`src/rtl/desc_ring_pkg.sv`:
```
package desc_ring_pkg;

  localparam int CFG_W       = 32;
  localparam int DESC_SHIFT  = 5;   // 32-byte descriptors
  localparam int DEPTH_SHIFT = 3;   // depth field holds entries << 3

  // Gate-word bit positions
  localparam int GATE_HWPTR_BIT = 0;
  localparam int GATE_DEPTH_BIT = 1;
  localparam int GATE_BASE_BIT  = 2;

  typedef enum logic [2:0] {
    SEL_GATE  = 3'd0,
    SEL_BASE  = 3'd1,
    SEL_DEPTH = 3'd2,
    SEL_SWPTR = 3'd3,
    SEL_HWPTR = 3'd4,
    SEL_AETH  = 3'd5,
    SEL_AFTH  = 3'd6,
    SEL_NONE  = 3'd7
  } cfgSel_e;

  typedef struct packed {
    logic ldBase;
    logic ldDepth;
    logic ldSwPtr;
    logic ldHwPtr;
    logic ldAeTh;
    logic ldAfTh;
    logic advHw;
  } ringStrobe_t;

endpackage

```
`src/rtl/desc_ring_ctrl.sv`:
```
module desc_ring_ctrl
  import desc_ring_pkg::*;
#(
  parameter int IDX_W       = 10,
  parameter bit HW_PRODUCER = 1'b0
) (
  input  logic               clk,
  input  logic               rstN,
  input  logic               cfgWr,
  input  logic [2:0]         cfgSel,
  input  logic [CFG_W-1:0]   cfgData,
  input  logic               hwAdv,
  input  logic               ringFull,
  input  logic               ringEmpty,
  output ringStrobe_t        strobe,
  output logic [2:0]         gateWord,
  output logic               hwAck
);

  localparam int CAND_W = CFG_W - DEPTH_SHIFT;
  localparam logic [CAND_W-1:0] MAX_ENT = CAND_W'(1) << IDX_W;

  cfgSel_e           selE;
  logic [2:0]        gateQ;
  logic [CAND_W-1:0] depthCand;
  logic              depthOk;
  logic              hwBlocked;

  assign selE      = cfgSel_e'(cfgSel);
  assign depthCand = cfgData[CFG_W-1:DEPTH_SHIFT];
  assign depthOk   = (depthCand >= CAND_W'(2)) && (depthCand <= MAX_ENT)
                   && ((depthCand & (depthCand - CAND_W'(1))) == '0);

  generate
    if (HW_PRODUCER) begin : g_prod
      assign hwBlocked = ringFull;
    end else begin : g_cons
      assign hwBlocked = ringEmpty;
    end
  endgenerate

  always_ff @(posedge clk or negedge rstN) begin
    if (!rstN) gateQ <= '0;
    else if (cfgWr && selE == SEL_GATE) gateQ <= cfgData[2:0];
  end

  always_comb begin
    strobe         = '0;
    strobe.ldBase  = cfgWr && selE == SEL_BASE  && gateQ[GATE_BASE_BIT];
    strobe.ldDepth = cfgWr && selE == SEL_DEPTH && gateQ[GATE_DEPTH_BIT] && depthOk;
    strobe.ldSwPtr = cfgWr && selE == SEL_SWPTR;
    strobe.ldHwPtr = cfgWr && selE == SEL_HWPTR && gateQ[GATE_HWPTR_BIT];
    strobe.ldAeTh  = cfgWr && selE == SEL_AETH;
    strobe.ldAfTh  = cfgWr && selE == SEL_AFTH;
    strobe.advHw   = hwAdv && !hwBlocked && !strobe.ldHwPtr;
  end

  assign hwAck    = strobe.advHw;
  assign gateWord = gateQ;

endmodule

```
`src/rtl/desc_ring_dp.sv`:
```
module desc_ring_dp
  import desc_ring_pkg::*;
#(
  parameter int ADDR_W      = 32,
  parameter int IDX_W       = 10,
  parameter bit HW_PRODUCER = 1'b0
) (
  input  logic              clk,
  input  logic              rstN,
  input  ringStrobe_t       strobe,
  input  logic [CFG_W-1:0]  cfgData,
  output logic [ADDR_W-1:0] baseAddr,
  output logic [IDX_W:0]    depthEntries,
  output logic [ADDR_W-1:0] wrPtr,
  output logic [ADDR_W-1:0] rdPtr,
  output logic [ADDR_W-1:0] hwDescAddr,
  output logic [IDX_W-1:0]  validCnt,
  output logic [IDX_W-1:0]  freeCnt,
  output logic              ringEmpty,
  output logic              ringFull,
  output logic              almostEmpty,
  output logic              almostFull
);

  localparam logic [IDX_W:0] RST_ENT = (IDX_W+1)'(1) << IDX_W;

  logic [ADDR_W-1:0] baseQ;
  logic [IDX_W:0]    entQ;
  logic [IDX_W-1:0]  swIdxQ, hwIdxQ, aeThQ, afThQ;
  logic [IDX_W-1:0]  idxMask, swEff, hwEff, hwNext, wrEff, rdEff, cnt;

  // Indices are stored raw and masked where used, so a depth change never
  // needs to rewrite them.
  assign idxMask = IDX_W'(entQ - (IDX_W+1)'(1));
  assign swEff   = swIdxQ & idxMask;
  assign hwEff   = hwIdxQ & idxMask;
  assign hwNext  = (hwEff + IDX_W'(1)) & idxMask;

  generate
    if (HW_PRODUCER) begin : g_hwWr
      assign wrEff = hwEff;
      assign rdEff = swEff;
    end else begin : g_hwRd
      assign wrEff = swEff;
      assign rdEff = hwEff;
    end
  endgenerate

  always_ff @(posedge clk or negedge rstN) begin
    if (!rstN) begin
      baseQ  <= '0;
      entQ   <= RST_ENT;
      swIdxQ <= '0;
      hwIdxQ <= '0;
      aeThQ  <= '0;
      afThQ  <= '1;
    end else begin
      if (strobe.ldBase)  baseQ  <= ADDR_W'(cfgData);
      if (strobe.ldDepth) entQ   <= cfgData[DEPTH_SHIFT +: IDX_W+1];
      if (strobe.ldSwPtr) swIdxQ <= cfgData[DESC_SHIFT +: IDX_W];
      if (strobe.ldHwPtr)     hwIdxQ <= cfgData[DESC_SHIFT +: IDX_W];
      else if (strobe.advHw)  hwIdxQ <= hwNext;
      if (strobe.ldAeTh)  aeThQ  <= cfgData[IDX_W-1:0];
      if (strobe.ldAfTh)  afThQ  <= cfgData[IDX_W-1:0];
    end
  end

  assign cnt          = (wrEff - rdEff) & idxMask;
  assign validCnt     = cnt;
  assign freeCnt      = idxMask - cnt;
  assign ringEmpty    = (cnt == '0);
  assign ringFull     = (cnt == idxMask);
  assign almostEmpty  = (cnt <= aeThQ);
  assign almostFull   = (cnt >= afThQ);
  assign baseAddr     = baseQ;
  assign depthEntries = entQ;
  assign wrPtr        = ADDR_W'(wrEff) << DESC_SHIFT;
  assign rdPtr        = ADDR_W'(rdEff) << DESC_SHIFT;
  assign hwDescAddr   = baseQ + (ADDR_W'(hwEff) << DESC_SHIFT);

endmodule

```
`src/rtl/desc_ring_queue.sv`:
```
module desc_ring_queue
  import desc_ring_pkg::*;
#(
  parameter int ADDR_W      = 32,
  parameter int IDX_W       = 10,
  parameter bit HW_PRODUCER = 1'b0
) (
  input  logic              clk,
  input  logic              rstN,
  input  logic              cfgWr,
  input  logic [2:0]        cfgSel,
  input  logic [31:0]       cfgData,
  input  logic              hwAdv,
  output logic              hwAck,
  output logic [ADDR_W-1:0] baseAddr,
  output logic [IDX_W:0]    depthEntries,
  output logic [ADDR_W-1:0] wrPtr,
  output logic [ADDR_W-1:0] rdPtr,
  output logic [ADDR_W-1:0] hwDescAddr,
  output logic [IDX_W-1:0]  validCnt,
  output logic [IDX_W-1:0]  freeCnt,
  output logic              ringEmpty,
  output logic              ringFull,
  output logic              almostEmpty,
  output logic              almostFull
);

  ringStrobe_t strobe;
  logic [2:0]  gateWord;

  desc_ring_ctrl #(.IDX_W(IDX_W), .HW_PRODUCER(HW_PRODUCER)) u_ctrl (
    .clk(clk), .rstN(rstN), .cfgWr(cfgWr), .cfgSel(cfgSel), .cfgData(cfgData),
    .hwAdv(hwAdv), .ringFull(ringFull), .ringEmpty(ringEmpty),
    .strobe(strobe), .gateWord(gateWord), .hwAck(hwAck)
  );

  desc_ring_dp #(.ADDR_W(ADDR_W), .IDX_W(IDX_W), .HW_PRODUCER(HW_PRODUCER)) u_dp (
    .clk(clk), .rstN(rstN), .strobe(strobe), .cfgData(cfgData),
    .baseAddr(baseAddr), .depthEntries(depthEntries), .wrPtr(wrPtr), .rdPtr(rdPtr),
    .hwDescAddr(hwDescAddr), .validCnt(validCnt), .freeCnt(freeCnt),
    .ringEmpty(ringEmpty), .ringFull(ringFull),
    .almostEmpty(almostEmpty), .almostFull(almostFull)
  );

endmodule

```
`config.mk`:
```
export PLATFORM = sky130hd
export DESIGN_NAME = desc_ring_queue
export DESIGN_NICKNAME = d
export VERILOG_FILES = /design/src/rtl/desc_ring_pkg.sv /design/src/rtl/desc_ring_ctrl.sv /design/src/rtl/desc_ring_dp.sv /design/src/rtl/desc_ring_queue.sv
export SDC_FILE = /design/constraint.sdc
export NUM_CORES = 1
export LEC_CHECK = 0
export ABC_AREA = 0
export BUFFER_PORTS_ARGS = -buffer_cell sky130_fd_sc_hd__buf_4
export CORE_UTILIZATION = 50
export CTS_CLUSTER_SIZE = 16
export DETAILED_ROUTE_END_ITERATION = 12
export GPL_TIMING_DRIVEN = 0
export PLACE_DENSITY = 0.78
export SLEW_MARGIN = 20
export SYNTH_ARGS = -nofsm -noshare
export SYNTH_HDL_FRONTEND = slang
export SYNTH_SLANG_ARGS = --single-unit
```
`constraint.sdc`:
```
create_clock -name clk -period 5.05 [get_ports clk]
set_input_delay 1.01 -clock clk [delete_from_list [all_inputs] [get_ports clk]]
set_output_delay 1.01 -clock clk [all_outputs]
set_load 0.05 [all_outputs]
```
Word-level counts from Yosys, hierarchy flattened. Cells that the tools add are included.

Add/subtract/negate cells: 6. Order comparisons: 4. Equality and inequality tests: 7. Multiplexer cells: 2. Bitwise logic cells: 5. Reductions and logical operators: 21.

Operators by type and width (number): $and A10 B10 Y10 (4); $add A32 B15 Y32 (1); $and A29 B29 Y29 (1); $ge A29 B2 Y1 const B (1); $le A29 B11 Y1 const B (1); $logic_not A29 Y1 (1); $sub A29 B1 Y29 const B (1); $mux W10 (2); $sub A10 B10 Y10 (2); $logic_and A1 B1 Y1 (15); $add A10 B1 Y10 const B (1); $eq A10 B10 Y1 (1); $ge A10 B10 Y1 (1); $le A10 B10 Y1 (1); $logic_not A10 Y1 (1); $sub A10 B1 Y10 const B (1); $eq A3 B3 Y1 const B (3); $eq A3 B2 Y1 const B (2); $eq A3 B1 Y1 const B (1); $logic_not A3 Y1 (1); $logic_not A1 Y1 (2); $reduce_bool A2 Y1 (1).

Register bits after elaboration: 86. Input port bits: 39. Output and inout bits: 164. Logic and storage cells: 52.

Longest topological paths before layout. Gate-level depths: netlist of the first run.

Depth after elaboration: 10. Depth in mapped cells: 20.

Cells and area by module. Synthesis of the first run repeated with hierarchy kept, for this count alone.

Cells, all modules: 672. Area, all modules: 6318.6 µm².

By module, submodules not included: desc_ring_dp (instances 1, cells each 629, area an instance 5958.2 µm², seq. area each 2090.8 µm²); desc_ring_ctrl (instances 1, cells each 43, area an instance 360.3 µm², seq. area each 75.1 µm²).

Least setup slack after synthesis of the first run. OpenSTA, ideal clock, no wires.

Kind: reg2out. Start: register u_dp.entQ[0], in the netlist u_dp.depthEntries[0]. End: output port almostFull. Arrival time: 5.638 ns. Required time: 4.040 ns. Path slack: -1.598 ns. Stages on the path, launching flop included: 17. Cell sequence: dfrtp_1 -> inv_1 -> ha_1 -> nor3b_1 -> xnor2_1 -> nor2b_1 -> ha_1 -> o21ai_0 -> a21oi_1 -> a31oi_1 -> o21ba_1 -> o31ai_1 -> a211o_1 -> nand2_1 -> ha_1 -> nand2_1 -> o21ai_0.

Word-level cells in the longest chain between the ends: 5. Elaborated cells on any way between the ends: 6. Those cells by class: add/sub: 2; order compare: 1; bitwise: 3.

Ends and longest elaborated chain: start, declared (line desc_ring_dp.sv:28) `logic [IDX_W:0] entQ;`; start signal, assigned (line desc_ring_dp.sv:59) `if (strobe.ldDepth) entQ <= cfgData[DEPTH_SHIFT +: IDX_W+1];`; $sub A10 B1 Y10 (line desc_ring_dp.sv:34) `assign idxMask = IDX_W'(entQ - (IDX_W+1)'(1));`; $and A10 B10 Y10 (line desc_ring_dp.sv:35) `assign swEff = swIdxQ & idxMask;`; net wrPtr[9] (line desc_ring_queue.sv:17) `output logic [ADDR_W-1:0] wrPtr,`; $sub A10 B10 Y10 (line desc_ring_dp.sv:68) `assign cnt = (wrEff - rdEff) & idxMask;`; $and A10 B10 Y10 (line desc_ring_dp.sv:68); net validCnt[8] (line desc_ring_queue.sv:20) `output logic [IDX_W-1:0] validCnt,`; $ge A10 B10 Y1 (line desc_ring_dp.sv:74) `assign almostFull = (cnt >= afThQ);`; end, declared (line desc_ring_queue.sv:25) `output logic almostFull`.

The timed path passes the listed nets, and every way through them passes these cells.

Worst setup path in the final report of the first run.
Start: register u_dp.entQ[0], in the netlist u_dp.depthEntries[0]. End: output port almostEmpty.

Word-level cells in the longest chain between the ends: 5. Elaborated cells on any way between the ends: 6. Those cells by class: add/sub: 2; order compare: 1; bitwise: 3.

Ends and longest elaborated chain: $sub A10 B1 Y10 (*) (line desc_ring_dp.sv:34); $and A10 B10 Y10, on equally long branches (line desc_ring_dp.sv:35, desc_ring_dp.sv:36); $sub A10 B10 Y10 (line desc_ring_dp.sv:68); $and A10 B10 Y10 (*) (line desc_ring_dp.sv:68); $le A10 B10 Y1 (*) (line desc_ring_dp.sv:73) `assign almostEmpty = (cnt <= aeThQ);`; end, declared (line desc_ring_queue.sv:24) `output logic almostEmpty,`.

Every way passes the cells marked *; elsewhere a longest branch is shown, timed or not.

==> key figures, run 1 <==
Setup path
  – Critical Path Start: u_dp.depthEntries[0]
  – Setup crit start kind: register
  – CP Data Arrival Time: 4300 ps
  – Crit path cell chain: inv_4 > ha_4 > xor2_4 > and2_4 > ha_4 > nor2b_4 > a221oi_4 > a221oi_4 > a32o_2 > a221o_1 > nand3_4 > clkinvlp_4 > ha_4 > nand4_1 > nor2_2 > a21oi_1 > o211ai_1 > nand2_2 > buf_8
  – Reg2reg setup slack: 860 ps
  – FF-to-FF path depth: 19
  – CP endpoint kind: output pin
  – Crit-path max cell delay: 520 ps
  – Top Family by Delay on Critical Path: compound AO/OA/AOI/OAI gates
  – Worst Path Required: 4040 ps
  – WS Path Type: register to output pin
  – RR Startpoint: u_dp.depthEntries[0]
  – Most frequent CP cell: ha_4
  – WP depth: 19
  – Buf/Inv on CP: 3
  – Slowest CP cell: dfrtp_4
  – FF-to-FF End: u_dp.hwIdxQ[5]
  – Critical Path End: almostEmpty
  – Worst-path fanout max: 5

STA
  – Count of pins over their slew limit: 0
  – Final hold vios: 0
  – Fmax: 0.188 GHz
  – Worst-Margin Slew: 844 ps
  – Final worst-path setup slack: -265 ps
  – Max-slew headroom: 43.5%
  – Worst Clk Skew: 6.31 ps
  – Min Tclk post-route: 5310 ps
  – Hold WS: 505 ps
  – Fin crit share: 105%
  – Finish-stage setup viols: 10
  – RSZ-0062 raised after global routing: true

Global routing
  – Gr usage total: 31.7%
  – Vias in the first global route: 6249
  – Largest net degree at the start of global routing: 87
  – Initial antenna violation count: 0
  – Global-route wire length before repair: 32400 µm
  – GRT overflow: 0

Yosys
  – Most frequent cell after synthesis: dfrtp_1
  – Synthesized area: 0.00662 mm²
  – Sequential element share of the synthesized area: 32.7%
  – Cell count after synthesis: 704
  – Post-synth EDFFs: 0
  – Post-synth top cells: dfrtp_1, mux2_2, nor2_1
  – Average cell area after synthesis: 9.41 µm²
  – Top-area cell type share of the netlist area: 28.3%
  – Most area-consuming cells after synthesis: dfrtp_1, mux2_2, ha_1
  – Yosys top cell by area: dfrtp_1
  – Synth warn: 0
  – Synth Register Bits: 86
  – Post-synth ARST share: 100%
  – Distinct cells, synth: 73
  – Main flop type after synthesis: dfrtp_1

Floorplan
  – Rows: 41
  – Die H: 117 µm
  – Core area: 0.0128 mm²
  – Die X: 117 µm
  – # IOs: 203
  – Initial Utilization: 51.9%
  – Die area: 0.0137 mm²

Routing
  – ANT nets after route: 0
  – Vias/cell: 5.61
  – Post-detailed-route wirelength per cell: 19.2 µm
  – Final WL: 21900 µm
  – Via Count: 6384
  – Initial DRC Count: 464
  – Drc violations: 0
  – TritonRoute pass-1 iters: 5

Pwr
  – Pwr dens: 359 mW/mm²
  – Static leakage: 4.68 nW
  – Peak VDD IR: 0.352 mV
  – Total Power: 3.54 mW

Flow run
  – Total of max-cap violations: 0

Clock tree
  – CTS tree: done
  – Clk Latency, worst-skew pair: 350 ps
  – Num CTS Buffers: 9
  – CTS Sinks: 86
  – CTS H-tree lvls: 3
  – Root buf cell: clkbuf_16
  – CTS Buffer Depth: 2
  – Hold Buf Count CTS: 0
  – Clk slew on worst S/H paths: 60 ps

Status
  – Status: finished, violations left
  – Failing checks: setup timing

Cells and area
  – Layout cell share with drive strength beyond 1: 50.7%
  – Finished Layout Cells: 1137
  – Filler instances: 853
  – Total Nets Final: 1034
  – Layout area overhead: 49.0%

Placement
  – Cells after DPL: 1072
  – DP HPWL: 15400 µm
  – I/O Buffers: 153
  – GPL Wtd Cong: 0.895

Hold path
  – Hold crit path type: register to register
-- layout make-up --
| class | instances | area [µm²] | area share [%] |
|---|---|---|---|
| clock buffer | 13 | 260 | 2.64 |
| multi-input combinational | 546 | 4910 | 49.8 |
| inverter | 49 | 209 | 2.12 |
| antenna | 1 | 2.50 | 0.0254 |
| timing repair buffer | 201 | 1630 | 16.5 |
| tap | 172 | 215 | 2.18 |
| buffer | 66 | 442 | 4.48 |
| sequential | 86 | 2180 | 22.0 |
| clock inverter | 3 | 21.3 | 0.216 |
-- power by group --
part	internal [mW]	switching (mW)	total, mW
combinational	0.663	1.15	1.81
sequential	0.874	0.216	1.09
clock	0.361	0.283	0.644
-- stage by stage --
step / cell area [µm²] / util (%) / TNS [ps] / worst slack, ps
after global placement: 8570 / 67.1 / -2820 / -250
after global routing: 9870 / 77.2 / -2590 / -423
after floorplan: 7210 / - / -377 / -92.5
final: 9870 / 77.3 / -837 / -265
after CTS: 9440 / 73.9 / -627 / -255
after detailed placement: 8570 / 67.1 / -4370 / -383
-- worst min path at each step --
stage	depth (start not counted)	startpoint	slack [ps]	to
final	1	u_dp.aeThQ[8]	500	u_dp.aeThQ[8]
after CTS	1	u_dp.aeThQ[7]	510	u_dp.aeThQ[7]
after detailed placement	1	u_dp.aeThQ[7]	490	u_dp.aeThQ[7]
after global placement	1	u_dp.aeThQ[9]	490	u_dp.aeThQ[9]
after floorplan	1	u_dp.aeThQ[1]	480	u_dp.aeThQ[1]
after global routing	1	u_dp.aeThQ[9]	510	u_dp.aeThQ[9]
-- registers in the layout, indices dropped and copies added (netlist names) --
register           flops
u_dp.depthEntries     11
u_dp.swIdxQ           10
u_dp.aeThQ            10
u_ctrl.gateWord        3
u_dp.baseAddr         32
u_dp.afThQ            10
u_dp.hwIdxQ           10
-- what timing repair did --
action,CTS,global route
resized for setup,69,52
pin swaps,34,35
endpoints found under the setup margin,24,23
cloned,1,0
buffers inserted,24,24
-- per-layer routing --
layer	global-route usage [%]	routed length (µm)	vias up
met3	4.58	1340	54
li1	-	-	2901
met4	14.5	669	0
met2	53.1	11000	306
met1	40.6	8860	3123
met5	0	0	-
-- cell usage in the layout, fill, tap and decap left out, drive strengths merged, types with 3 or more instances in the layout --
| cell type | synthesis | layout |
|---|---|---|
| buf | 54 | 254 |
| dfrtp | 75 | 75 |
| mux2 | 73 | 73 |
| nor2 | 54 | 54 |
| nand2 | 47 | 47 |
| conb | 2 | 45 |
| inv | 49 | 44 |
| ha | 34 | 34 |
| xnor2 | 34 | 34 |
| a21oi | 28 | 28 |
| clkbuf | 13 | 26 |
| o21ai | 21 | 21 |
| xor2 | 21 | 21 |
| nor3 | 20 | 20 |
| nand3 | 18 | 18 |
| nor2b | 14 | 14 |
| dfstp | 11 | 11 |
| and2 | 11 | 11 |
| a21o | 10 | 10 |
| nand2b | 10 | 10 |
| a31oi | 8 | 9 |
| nor4 | 8 | 8 |
| nand4 | 8 | 8 |
| o211ai | 6 | 6 |
| clkinvlp | 0 | 5 |
| nor3b | 5 | 5 |
| and4 | 4 | 4 |
| a211o | 4 | 4 |
| or3 | 4 | 4 |
| o311ai | 4 | 4 |
| and3 | 3 | 3 |
| a221o | 3 | 3 |
| o32ai | 3 | 3 |
| mux2i | 3 | 3 |
| or2 | 3 | 3 |
| a41oi | 3 | 3 |
| clkinv | 0 | 3 |
-- logic make-up after synthesis --
group,Yosys count,share of synthesized area [%]
buffers and inverters,116,9.56
DFF,86,32.7
muxes,76,12.9
and+or+nand+nor,215,17.0
adders and majority gates,38,7.33
AOI/OAI and AO/OA,116,13.0
other,2,0.113
xor gates and xnor gates,55,7.39
Power figures use the tool's default switching activity.
==> run 2, diff against run 1 <==
--- a/config.mk
+++ b/config.mk
@@ -6,12 +6,11 @@
 export NUM_CORES = 1
 export LEC_CHECK = 0
 export ABC_AREA = 0
-export BUFFER_PORTS_ARGS = -buffer_cell sky130_fd_sc_hd__buf_4
 export CORE_UTILIZATION = 50
 export CTS_CLUSTER_SIZE = 16
 export DETAILED_ROUTE_END_ITERATION = 12
+export DONT_BUFFER_PORTS = 1
 export GPL_TIMING_DRIVEN = 0
-export PLACE_DENSITY = 0.78
 export SLEW_MARGIN = 20
 export SYNTH_ARGS = -nofsm -noshare
 export SYNTH_HDL_FRONTEND = slang
==> run 2 against run 1 <==
Net effect:
- the run still ends with setup timing left
- fmax shrank 11%
- final cell count fell by 13%
- sequential share of layout area increased by 1.7 points
- first-iteration DRC count down 28%
- critical path depth down 2
- highest routed layer unchanged
- via count shrank 8.9%
- die area did not move
- register-to-register slack got worse by 530 ps
- clock power up 10%
- wire length fell by 6.3%
- sequential cell count unchanged
==> key figures, run 2 (synthesis results as in run 1) <==
STA
  – Count of pins over their slew limit: 0
  – Final worst-path setup slack: -906 ps
  – Finish-stage setup viols: 28
  – Worst-Margin Slew: 1180 ps
  – RSZ-0062 raised after global routing: true
  – Final hold vios: 0
  – Min Tclk post-route: 5960 ps
  – Fin crit share: 118%
  – Fmax: 0.168 GHz
  – Setup TNS: -13080 ps
  – Worst Clk Skew: 8.51 ps
  – Max-slew headroom: 21.2%

Pwr
  – Internal power: 1.75 mW
  – Pwr dens: 368 mW/mm²
  – Net Sw Frac: 48.1%
  – Reg power frac: 41.9%
  – Clk network pwr share: 21.0%
  – Peak VDD IR: 0.320 mV
  – Total Power: 3.38 mW
  – Static leakage: 4.05 nW
  – NetSw: 1.63 mW
  – Logic gate share of total power: 37.1%

Setup path
  – Setup crit start kind: register
  – Reg2reg setup slack: 330 ps
  – CP endpoint kind: output pin
  – FF-to-FF path depth: 17
  – FF-to-FF End: u_dp.hwIdxQ[7]
  – CP Data Arrival Time: 4950 ps
  – WS Path Type: register to output pin
  – Worst-path fanout max: 7
  – Worst Path Required: 4040 ps
  – RR Startpoint: u_dp.depthEntries[0]

Floorplan
  – Core area: 0.0128 mm²
  – Rows: 41
  – Die H: 117 µm
  – # IOs: 203
  – Die area: 0.0137 mm²
  – Die X: 117 µm
  – Initial Utilization: 51.9%

Cells and area
  – Most frequent cells in the layout: buf_4, mux2_2, dfrtp_1, conb_1, inv_1
  – Largest register FFs: 32
  – Number of inserted diodes: 0
  – Commonest non-fill, non-tap cell in the layout: buf_4
  – Layout area overhead: 38.5%
  – Total Nets Final: 885
  – Final core utilization: 71.8%
  – Layout cell share with drive strength beyond 1: 45.4%

Placement
  – DP HPWL: 14400 µm
  – GPL Wtd Cong: 0.911
  – I/O Buffers: 0

Routing
  – Initial DRC Count: 332
  – Post-detailed-route wirelength per cell: 20.7 µm
  – Final WL: 20500 µm
  – Via Count: 5815
  – TritonRoute pass-1 iters: 5
  – ANT nets after route: 0
  – Vias/cell: 5.89
  – Drc violations: 0

Clock tree
  – CTS Sinks: 86
  – CTS H-tree lvls: 3
  – Clk Latency, worst-skew pair: 360 ps
  – Clk slew on worst S/H paths: 70 ps
  – CTS tree: done
  – Num CTS Buffers: 9
  – Root buf cell: clkbuf_16
  – CTS Buffer Depth: 2

Status
  – Failing checks: setup timing
  – Status: finished, violations left

Global routing
  – Initial antenna violation count: 0
  – Gr usage total: 29.7%
  – Vias in the first global route: 5556
  – Largest net degree at the start of global routing: 87
  – Global-route wire length before repair: 30100 µm
  – GRT overflow: 0

Hold path
  – Hold crit path type: primary input to asynchronous set/reset pin

Flow run
  – Total of max-cap violations: 0
## run 2: final cells by class
class | count | area (µm²)
buffer | 67 | 459
clock buffer | 9 | 225
clock inverter | 7 | 81.3
fill | 934 | 3600
inverter | 49 | 221
multi-input combinational | 545 | 5330
sequential | 86 | 2180
tap | 172 | 215
timing repair buffer | 52 | 467
## run 2: power groups by stage
stage	Clock, mW	Sequential (mW)	Combinational, mW
global placement	0	1.38	1.01
detailed placement	0	1.40	1.03
finish	0.709	1.41	1.25
global route	0.748	1.44	1.33
floorplan	0	1.34	0.948
CTS	0.724	1.41	1.18
## run 2: per-layer routing
layer | vias up | global-route usage, % | part of all wire (%)
met4 | 0 | 12.6 | 3.0
met3 | 42 | 8.08 | 8.8
met1 | 2865 | 37.2 | 40
met2 | 290 | 48.4 | 48
met5 | - | 0 | 0
li1 | 2618 | - | -
## run 2: what timing repair did
action / 4_1_cts / 5_1_grt
pin swaps: 28 / 56
hold buffers: 0 / 0
setup endpoints to repair: 36 / 31
setup buffers: 29 / 25
endpoints found under the hold margin: 0 / 0
resized for setup: 129 / 48
## run 2: worst max-delay path, stage by stage (launching register included)
cell	delay (ps)
dfrtp_4	600
inv_4	70
ha_4	300
clkinvlp_4	140
nand2_2	120
clkinvlp_4	280
ha_4	350
a221oi_4	290
a221oi_2	140
a32o_2	320
a221o_1	360
nand3_4	110
clkinvlp_4	330
ha_4	390
nand4_1	140
buf_4	170
o211ai_1	270
nand2_4	180
## run 2: how the worst max path moves through the flow
stage                                    start             end  slack [ps]  cells past startpoint
after global routing      u_dp.depthEntries[0]     almostEmpty       -1010                     17
after floorplan           u_dp.depthEntries[0]      almostFull         -90                     14
after global placement    u_dp.depthEntries[0]  hwDescAddr[29]        -820                     16
final                     u_dp.depthEntries[0]     almostEmpty        -910                     17
after CTS                 u_dp.depthEntries[0]     almostEmpty        -810                     18
after detailed placement  u_dp.depthEntries[0]  hwDescAddr[16]        -880                     15
## run 2: stage by stage
stage	instances	cell area [µm²]	setup slack [ps]	hold slack, ps
finish	987	9180	-906	341
global route	987	9180	-1010	334
CTS	964	8770	-813	327
detailed placement	919	7430	-882	494
global placement	919	7420	-823	488
floorplan	747	7210	-92.5	479
